<file path="src/rtl/flow_ctl_pkg.sv">
// Shared types for the control-flow unit: operation codes and condition-code values.
// Assumes 4-bit operation codes; unused values are treated as no-ops by the decoder.
package flow_ctl_pkg;

    typedef enum logic [1:0] {
        CC_LT = 2'b00,
        CC_EQ = 2'b01,
        CC_GT = 2'b10
    } cc_t;

    localparam logic [3:0] OPC_NOP  = 4'd0;
    localparam logic [3:0] OPC_CMP  = 4'd1;
    localparam logic [3:0] OPC_JLT  = 4'd2;
    localparam logic [3:0] OPC_JEQ  = 4'd3;
    localparam logic [3:0] OPC_JGT  = 4'd4;
    localparam logic [3:0] OPC_CALL = 4'd5;
    localparam logic [3:0] OPC_RET  = 4'd6;
    localparam logic [3:0] OPC_STPM = 4'd7;
    localparam logic [3:0] OPC_STPR = 4'd8;

    typedef enum logic [1:0] {
        PC_SEQ  = 2'd0,
        PC_TGT  = 2'd1,
        PC_LINK = 2'd2,
        PC_COND = 2'd3
    } pc_src_t;

    typedef struct packed {
        logic    cc_write;   // condition code is rewritten this cycle
        logic    use_step;   // compare X+1 instead of the accumulator
        logic    step_reg;   // loop step takes the register operand
        logic    link_write; // L takes the sequential PC
        pc_src_t pc_src;     // next-PC source
        cc_t     want_cc;    // condition a conditional jump requires
    } ctl_t;

endpackage

</file>
<file path="src/rtl/flow_ctl_decode.sv">
// Decodes the operation code into control fields.
// Assumes codes outside the defined set behave as a no-op.
module flow_ctl_decode
    import flow_ctl_pkg::*;
(
    input  logic [3:0] op_code,
    output ctl_t       ctl
);

    // Map each operation code onto its control fields.
    always_comb begin
        ctl            = '0;
        ctl.pc_src     = PC_SEQ;
        ctl.want_cc    = CC_EQ;
        case (op_code)
            OPC_CMP:  ctl.cc_write = 1'b1;
            OPC_JLT:  begin ctl.pc_src = PC_COND; ctl.want_cc = CC_LT; end
            OPC_JEQ:  begin ctl.pc_src = PC_COND; ctl.want_cc = CC_EQ; end
            OPC_JGT:  begin ctl.pc_src = PC_COND; ctl.want_cc = CC_GT; end
            OPC_CALL: begin ctl.pc_src = PC_TGT; ctl.link_write = 1'b1; end
            OPC_RET:  ctl.pc_src = PC_LINK;
            OPC_STPM: begin ctl.cc_write = 1'b1; ctl.use_step = 1'b1; end
            OPC_STPR: begin
                ctl.cc_write = 1'b1;
                ctl.use_step = 1'b1;
                ctl.step_reg = 1'b1;
            end
            default:  ctl = ctl;
        endcase
    end

endmodule

</file>
<file path="src/rtl/flow_ctl_cmp.sv">
// Signed magnitude comparison of two W-bit two's-complement words.
// Produces a condition code from the left operand's point of view.
module flow_ctl_cmp
    import flow_ctl_pkg::*;
#(
    parameter int W = 24
) (
    input  logic [W-1:0] lhs,
    input  logic [W-1:0] rhs,
    output cc_t          result
);

    // Classify lhs against rhs as less, equal or greater.
    always_comb begin
        if ($signed(lhs) < $signed(rhs))
            result = CC_LT;
        else if (lhs == rhs)
            result = CC_EQ;
        else
            result = CC_GT;
    end

endmodule

</file>
<file path="src/rtl/flow_ctl_pcsel.sv">
// Chooses the next PC from the sequential PC, the target, or the link address.
// Assumes the stored condition code is the one present before this cycle's edge.
module flow_ctl_pcsel
    import flow_ctl_pkg::*;
#(
    parameter int AW = 15
) (
    input  pc_src_t       pc_src,
    input  cc_t           want_cc,
    input  cc_t           cc_now,
    input  logic [AW-1:0] seq_pc,
    input  logic [AW-1:0] target,
    input  logic [AW-1:0] link_addr,
    output logic [AW-1:0] pc_out
);

    // Select the next-PC source; a conditional jump is taken only on a matching code.
    always_comb begin
        case (pc_src)
            PC_TGT:  pc_out = target;
            PC_LINK: pc_out = link_addr;
            PC_COND: pc_out = (cc_now == want_cc) ? target : seq_pc;
            default: pc_out = seq_pc;
        endcase
    end

endmodule

</file>
<file path="src/rtl/flow_ctl_unit.sv">
// Top of the control-flow unit: holds the condition code, index X and link L.
// Assumes one operation per cycle; next_pc is combinational, state updates at the edge.
module flow_ctl_unit
    import flow_ctl_pkg::*;
#(
    parameter int WORD_W = 24,
    parameter int ADDR_W = 15
) (
    input  logic              clk,
    input  logic              rst_n,
    input  logic [3:0]        op_code,
    input  logic [WORD_W-1:0] acc_a,
    input  logic [WORD_W-1:0] mem_opnd,
    input  logic [WORD_W-1:0] reg_opnd,
    input  logic [ADDR_W-1:0] target_addr,
    input  logic [ADDR_W-1:0] seq_pc,
    output logic [ADDR_W-1:0] next_pc,
    output logic [WORD_W-1:0] x_out,
    output logic [WORD_W-1:0] l_out,
    output logic [1:0]        cc_out
);

    localparam int PAD_W = WORD_W - ADDR_W;

    ctl_t              ctl;
    cc_t               cc_q;
    cc_t               cmp_res;
    logic [WORD_W-1:0] x_q;
    logic [WORD_W-1:0] l_q;
    logic [WORD_W-1:0] x_inc;
    logic [WORD_W-1:0] cmp_lhs;
    logic [WORD_W-1:0] cmp_rhs;

    flow_ctl_decode u_dec (
        .op_code (op_code),
        .ctl     (ctl)
    );

    // Incremented index used by both loop-step forms.
    always_comb x_inc = x_q + WORD_W'(1);

    // Pick the compare operands for a plain compare or a loop step.
    always_comb begin
        cmp_lhs = ctl.use_step ? x_inc : acc_a;
        cmp_rhs = ctl.step_reg ? reg_opnd : mem_opnd;
    end

    flow_ctl_cmp #(.W(WORD_W)) u_cmp (
        .lhs    (cmp_lhs),
        .rhs    (cmp_rhs),
        .result (cmp_res)
    );

    flow_ctl_pcsel #(.AW(ADDR_W)) u_pc (
        .pc_src    (ctl.pc_src),
        .want_cc   (ctl.want_cc),
        .cc_now    (cc_q),
        .seq_pc    (seq_pc),
        .target    (target_addr),
        .link_addr (l_q[ADDR_W-1:0]),
        .pc_out    (next_pc)
    );

    // Condition-code register: written only by compare and loop-step operations.
    always_ff @(posedge clk) begin
        if (!rst_n)
            cc_q <= CC_EQ;
        else if (ctl.cc_write)
            cc_q <= cmp_res;
    end

    // Index register: advanced only by the loop-step operations.
    always_ff @(posedge clk) begin
        if (!rst_n)
            x_q <= '0;
        else if (ctl.use_step)
            x_q <= x_inc;
    end

    // Link register: captures the return address on a call.
    always_ff @(posedge clk) begin
        if (!rst_n)
            l_q <= '0;
        else if (ctl.link_write)
            l_q <= {{PAD_W{1'b0}}, seq_pc};
    end

    assign x_out  = x_q;
    assign l_out  = l_q;
    assign cc_out = cc_q;


    cc_hold_chk: assert property (@(posedge clk) disable iff (!rst_n)
        !(op_code == OPC_CMP || op_code == OPC_STPM || op_code == OPC_STPR) |=> $stable(cc_out));


    x_hold_chk: assert property (@(posedge clk) disable iff (!rst_n)
        !(op_code == OPC_STPM || op_code == OPC_STPR) |=> $stable(x_out));


    x_step_chk: assert property (@(posedge clk) disable iff (!rst_n)
        (op_code == OPC_STPM || op_code == OPC_STPR) |=> (x_out == $past(x_out) + WORD_W'(1)));


    link_save_chk: assert property (@(posedge clk) disable iff (!rst_n)
        (op_code == OPC_CALL) |=> (l_out == {{PAD_W{1'b0}}, $past(seq_pc)}));


    ret_pc_chk: assert property (@(posedge clk) disable iff (!rst_n)
        (op_code == OPC_RET) |-> (next_pc == l_out[ADDR_W-1:0]));


    cc_code_chk: assert property (@(posedge clk) disable iff (!rst_n)
        (cc_out != 2'b11));


    idle_pc_chk: assert property (@(posedge clk) disable iff (!rst_n)
        (op_code == OPC_NOP || op_code > OPC_STPR) |-> (next_pc == seq_pc));

endmodule

</file>
<file path="config.mk">
export PLATFORM = sky130hd
export DESIGN_NAME = flow_ctl_unit
export DESIGN_NICKNAME = d
export VERILOG_FILES = /design/src/rtl/flow_ctl_pkg.sv /design/src/rtl/flow_ctl_decode.sv /design/src/rtl/flow_ctl_cmp.sv /design/src/rtl/flow_ctl_pcsel.sv /design/src/rtl/flow_ctl_unit.sv
export SDC_FILE = /design/constraint.sdc
export NUM_CORES = 1
export LEC_CHECK = 0
export BUFFER_PORTS_ARGS = -buffer_cell sky130_fd_sc_hd__buf_2
export CAP_MARGIN = 20
export CORE_MARGIN = 2
export CORE_UTILIZATION = 40
export DETAILED_ROUTE_END_ITERATION = 10
export HOLD_SLACK_MARGIN = 0.15
export PLACE_DENSITY_LB_ADDON = 0.08
export SLEW_MARGIN = 20
export SYNTH_ARGS = -nofsm -noshare
export SYNTH_HDL_FRONTEND = slang
export SYNTH_SLANG_ARGS = --single-unit
</file>
<file path="constraint.sdc">
create_clock -name clk -period 9 [get_ports clk]
set_clock_uncertainty 0.2 [all_clocks]
set_input_delay 1.35 -clock clk [delete_from_list [all_inputs] [get_ports clk]]
set_output_delay 1.35 -clock clk [all_outputs]
set_load 0.1 [all_outputs]
</file>
Word level (Yosys, flattened, before mapping)
Cells that the tools add are included.
{"block": "word_totals", "rom_bits": 0, "word_cells": 33, "ramBits": 0, "latch_bits": 0, "mem_count": 0, "output_inout_bits": 65, "regBits": 41}
{"block": "op_classes", "n_mul": 0, "n_reduce_logical": 3, "magnitude_cmp": 1, "eq_ne": 13, "n_div": 0, "n_shift": 0, "n_bitwise": 0, "n_addsub": 1, "n_mux": 12}
{"operator": "two-way mux 24 bit", "count": 2}
{"operator": "one-hot mux 15 bit (3 select lines)", "count": 1}
{"operator": "adder 24 x 1 -> 24 bit (second input constant)", "count": 1}
{"operator": "equality test 24 bit", "count": 1}
{"operator": "less-than comparator 24 bit", "count": 1}
{"operator": "equality test 4 x 3 -> 1 bit (second input constant)", "count": 4}
{"operator": "two-way mux 15 bit", "count": 1}
{"operator": "equality test 4 x 2 -> 1 bit (second input constant)", "count": 2}
{"operator": "one-hot mux 2 bit (3 select lines)", "count": 1}
{"operator": "OR reduction 3 bit", "count": 2}
{"operator": "equality test 2 bit (second input constant)", "count": 2}
{"operator": "equality test 4 x 1 -> 1 bit (second input constant)", "count": 1}
{"operator": "equality test 4 bit (second input constant)", "count": 1}
{"operator": "two-way mux 1 bit", "count": 4}
{"operator": "two-way mux 2 bit", "count": 2}
{"operator": "one-hot mux 2 bit (2 select lines)", "count": 1}
{"operator": "equality test 2 x 1 -> 1 bit (second input constant)", "count": 1}
{"operator": "equality test 2 bit", "count": 1}
{"operator": "OR reduction 2 bit", "count": 1}

Longest topological paths before layout
{"block": "depth", "depth_word": 7, "mapped_depth": 16}

Cells and area by module
Synthesis repeated with hierarchy kept, for this count alone.
{"block": "unflattened", "cells_unflattened": 526, "area_unflattened_um2": 4175.3}
{"module": "flow_ctl_unit", "cells_per_inst": 335, "area_each_um2": 2696.3, "instances": 1, "seq_area_each_um2": 820.8}
{"module": "flow_ctl_pcsel", "cells_per_inst": 91, "area_each_um2": 748.2, "instances": 1, "seq_area_each_um2": 0.0}
{"module": "flow_ctl_cmp", "cells_per_inst": 87, "area_each_um2": 628.1, "instances": 1, "seq_area_each_um2": 0.0}
{"module": "flow_ctl_decode", "cells_per_inst": 13, "area_each_um2": 102.6, "instances": 1, "seq_area_each_um2": 0.0}

Worst setup path after synthesis
No wires, ideal clock.
{"block": "synth_path", "kind": "input -> output", "start": "in op_code[0]", "end": "out next_pc[0]", "n_path_buf": 2, "path_stages": 7, "arrival_ps": 3211, "path_slack_ps": 4239, "cell_sequence": "buf_2 nand2b_1 nor3_1 o21bai_1 a21oi_1 buf_2 a221o_1"}
{"block": "synth_between", "elab_chain_len": 5}
{"element": "start: declaration", "line": "flow_ctl_unit.sv:11", "source": "input logic [3:0] op_code,"}
{"element": "equality test 4 x 2 -> 1 bit or equality test 4 x 3 -> 1 bit (tied branches)", "line": "flow_ctl_decode.sv:15", "source": "case (op_code)"}
{"element": "OR reduction 3 bit (no line) or one-hot mux 2 bit (2 select lines) (tied branches)"}
{"element": "one-hot mux 2 bit (3 select lines) or equality test 2 bit (tied branches)", "line": "flow_ctl_decode.sv:15, flow_ctl_pcsel.sv:22"}
{"element": "equality test 2 bit (tied with other cells)", "line": "flow_ctl_pcsel.sv:19", "source": "case (pc_src)"}
{"element": "one-hot mux 15 bit (3 select lines) (*)", "line": "flow_ctl_pcsel.sv:19"}
{"element": "end: declaration", "line": "flow_ctl_unit.sv:17", "source": "output logic [ADDR_W-1:0] next_pc,"}
Mark *: on every way between the ends. The rest lies on a longest branch, timed or not.

Worst setup path in the final report
{"block": "layout_path", "start": "in op_code[2]", "end": "out next_pc[2]"}
The elaborated chain is that of the path after synthesis.

==> impl_results.md <==
* Status: finished, final reports clean
* Synth Cell Area at 3570 um2
* Vias per cell at 5.20
* Total CTS buffers at 5
* Initial DRC count at 68
* Post_cts resized at 0
* Congestion Overflow GR at 0
* Largest net degree at the start of global routing at 54
* Total Wirelength at 9840 um
* Initial Utilization at 41.1%
* Clock root cell: clkbuf_8
* Nets at 725
* Height of the die at 98.5 um
* Synth top area share at 23.0%
* Synth warn at 0
* Synth top cells by count: nand2_1 (72), dfxtp_1 (41), o21ai_0 (31), ha_1 (25)
* Worst slew pin tran at 960 ps
* CTS tree: yes
* Area Overhead vs Synth at 25.5%
* Via Count at 3641
* Sequential fraction of the synthesis area at 23.0%
* RD Place Congestion at 0.814
* Final ANT Viol Nets at 0
* Peak VDD IR at 0.0444 mV
* # H-tree levels at 2
* Synth unique cells at 46
* Initial antenna violation count at 0
* Crit Path Max Fanout at 15
* Avg Inst Size Synth at 7.97 um2
* Crit path arrival time at 3300 ps
* Post-synth EDFFs at 0
* Port buffer count at 163
* Die W at 98.5 um
* Setup total negative slack at 0 ps
* Final hold viol count at 0
* FFs w/ async S/R, synth at 0%
* Ant diodes at 0
* Num ports at 173
* Post-synthesis cell count at 448
* Multi-input gate area at 2610 um2
* Synth area leader: dfxtp_1
* Maximum clock rate at 206 MHz
* Layout fillers at 872
* Slew Limit Fails at 0
* Setup bufs post-CTS at 0
* Min Hold Slack at 281 ps
* Final Setup Violations at 0
* RSZ-0062 raised after global routing: false
* Synth Flop Type: dfxtp_1
* Clk slew on worst S/H paths at 70 ps
* Final Cycle Share at 53.9%
* Final min period at 4850 ps
* Post-DR wirelength/cell at 14.1 um
* Crit. End Element: primary output
* Worst-Skew Late Latency at 300 ps
* Top-count cell post-synth: nand2_1
* Clk sinks at 41
* R2r setup slk at 5200 ps
* Max_slew headroom at 35.9%
* Power Dens Cells at 113 nW/um2
* CTS hold repair buffers at 0
* Vias in the first global route at 3327
* Seq cells post-synth at 41
* DRC viols at 0
* Critical Path RT at 7450 ps
* Global-route wire length before repair at 16000 um
* Core ar. at 8680 um2
* Pre-antenna DRT Iters at 7
* Maxcap violations at 0
* DPL Wire Length at 7830 um
* Crit Path Class: in2out
* Share of layout cells above drive strength 1 at 30.7%
* Cell Rows at 34
* Synth top area cells: dfxtp_1 (23%), ha_1 (8.8%), nand2_1 (7.6%)
* CTS Buffer Depth at 2
* Worst hold path type: reg2reg
* CP startpoint kind: input port
* Register area at 821 um2
* Lkg Pwr at 2.07 nW
* Total track usage at 20.0%
* Die area at 9690 um2
-- power by group --
| part | total [mW] | switching [mW] | internal, mW |
|---|---|---|---|
| clock | 0.127 | 0.0657 | 0.0610 |
| sequential | 0.187 | 0.00288 | 0.184 |
| combinational | 0.192 | 0.136 | 0.0552 |
| total | 0.505 | 0.205 | 0.300 |
-- area by class of cell --
class / count / area share, %
multi-input cells: 378 / 58.2
repair buffers: 164 / 18.4
flip-flops and latches: 41 / 18.3
well taps: 108 / 3.02
clock buffers: 7 / 1.93
inverters: 2 / 0.168
-- placed cells by master, fill, tap and decap left out, types with 3 or more instances in the layout --
cell type  Yosys  routed
and2_1        17      17
nand3_1       13      13
a21boi_1       7       7
a21boi_0      16      16
conb_1         1       9
nand2_1       72      72
nand2b_1       6       6
xnor2_1       23      23
and3_1         5       5
and4_1         5       5
buf_2          9     163
a21o_1         3       3
xor2_1        16      16
or3_1          7       7
nor3_1         6       6
nand4_1       11      11
nor2b_1       19      18
ha_1          25      25
nor2_1        14      14
mux2i_1       23      23
clkbuf_8       0       6
dfxtp_1       41      41
a221o_1       16      16
a21oi_1       11      10
o21ai_0       31      31
-- state kept, by name (all words and copies together), names as in the netlist --
register	flops
cc_out	2
l_out	15
x_out	24
-- stage by stage --
step	total power [mW]	setup slack, ps	std cells	instance area [um2]	utilization (%)
floorplan	0.339	4240	456	3600	-
detailed placement	0.383	3880	693	4390	50.6
CTS	0.509	3910	700	4480	51.6
finish	0.505	4150	700	4480	51.6
global route	0.531	3920	700	4480	51.6
global placement	0.380	3950	693	4390	50.6
-- cell families (layout without fill, tap and decap cells) --
kind of cell | after synthesis | after routing | synth area share, %
and+or+nand+nor | 185 | 185 | 27.7
AOI/OAI and AO/OA | 95 | 95 | 18.2
DFF | 41 | 41 | 23.0
xor gates and xnor gates | 39 | 39 | 9.57
buffers and inverters | 37 | 173 | 5.50
adders and majority gates | 25 | 25 | 8.77
muxes | 25 | 25 | 7.08
other | 1 | 9 | 0.105
-- path summary, 6_finish.rpt --
| kind | from | end | cells after the start |
|---|---|---|---|
| hold / removal | l_out[8] | l_out[8] | 2 |
| setup / recovery | op_code[2] | next_pc[2] | 8 |
| hold reg to reg | l_out[8] | l_out[8] | 2 |
| setup reg to reg | x_out[0] | cc_out[0] | 13 |
-- worst max-delay path: stages --
cell and delay [ps]:
buf_2 190, nor2b_1 170, and2_1 160, o21bai_1 90
a31oi_2 610, nor2b_1 150, a221o_1 290, buf_2 290
-- routing by layer --
layer	global-route usage [%]	share of wire, %
met3	3.62	6.4
met2	34.4	47
met5	0	0
met1	25.7	45
met4	5.90	1.9
No activity file was read; power rests on OpenSTA's default activity.
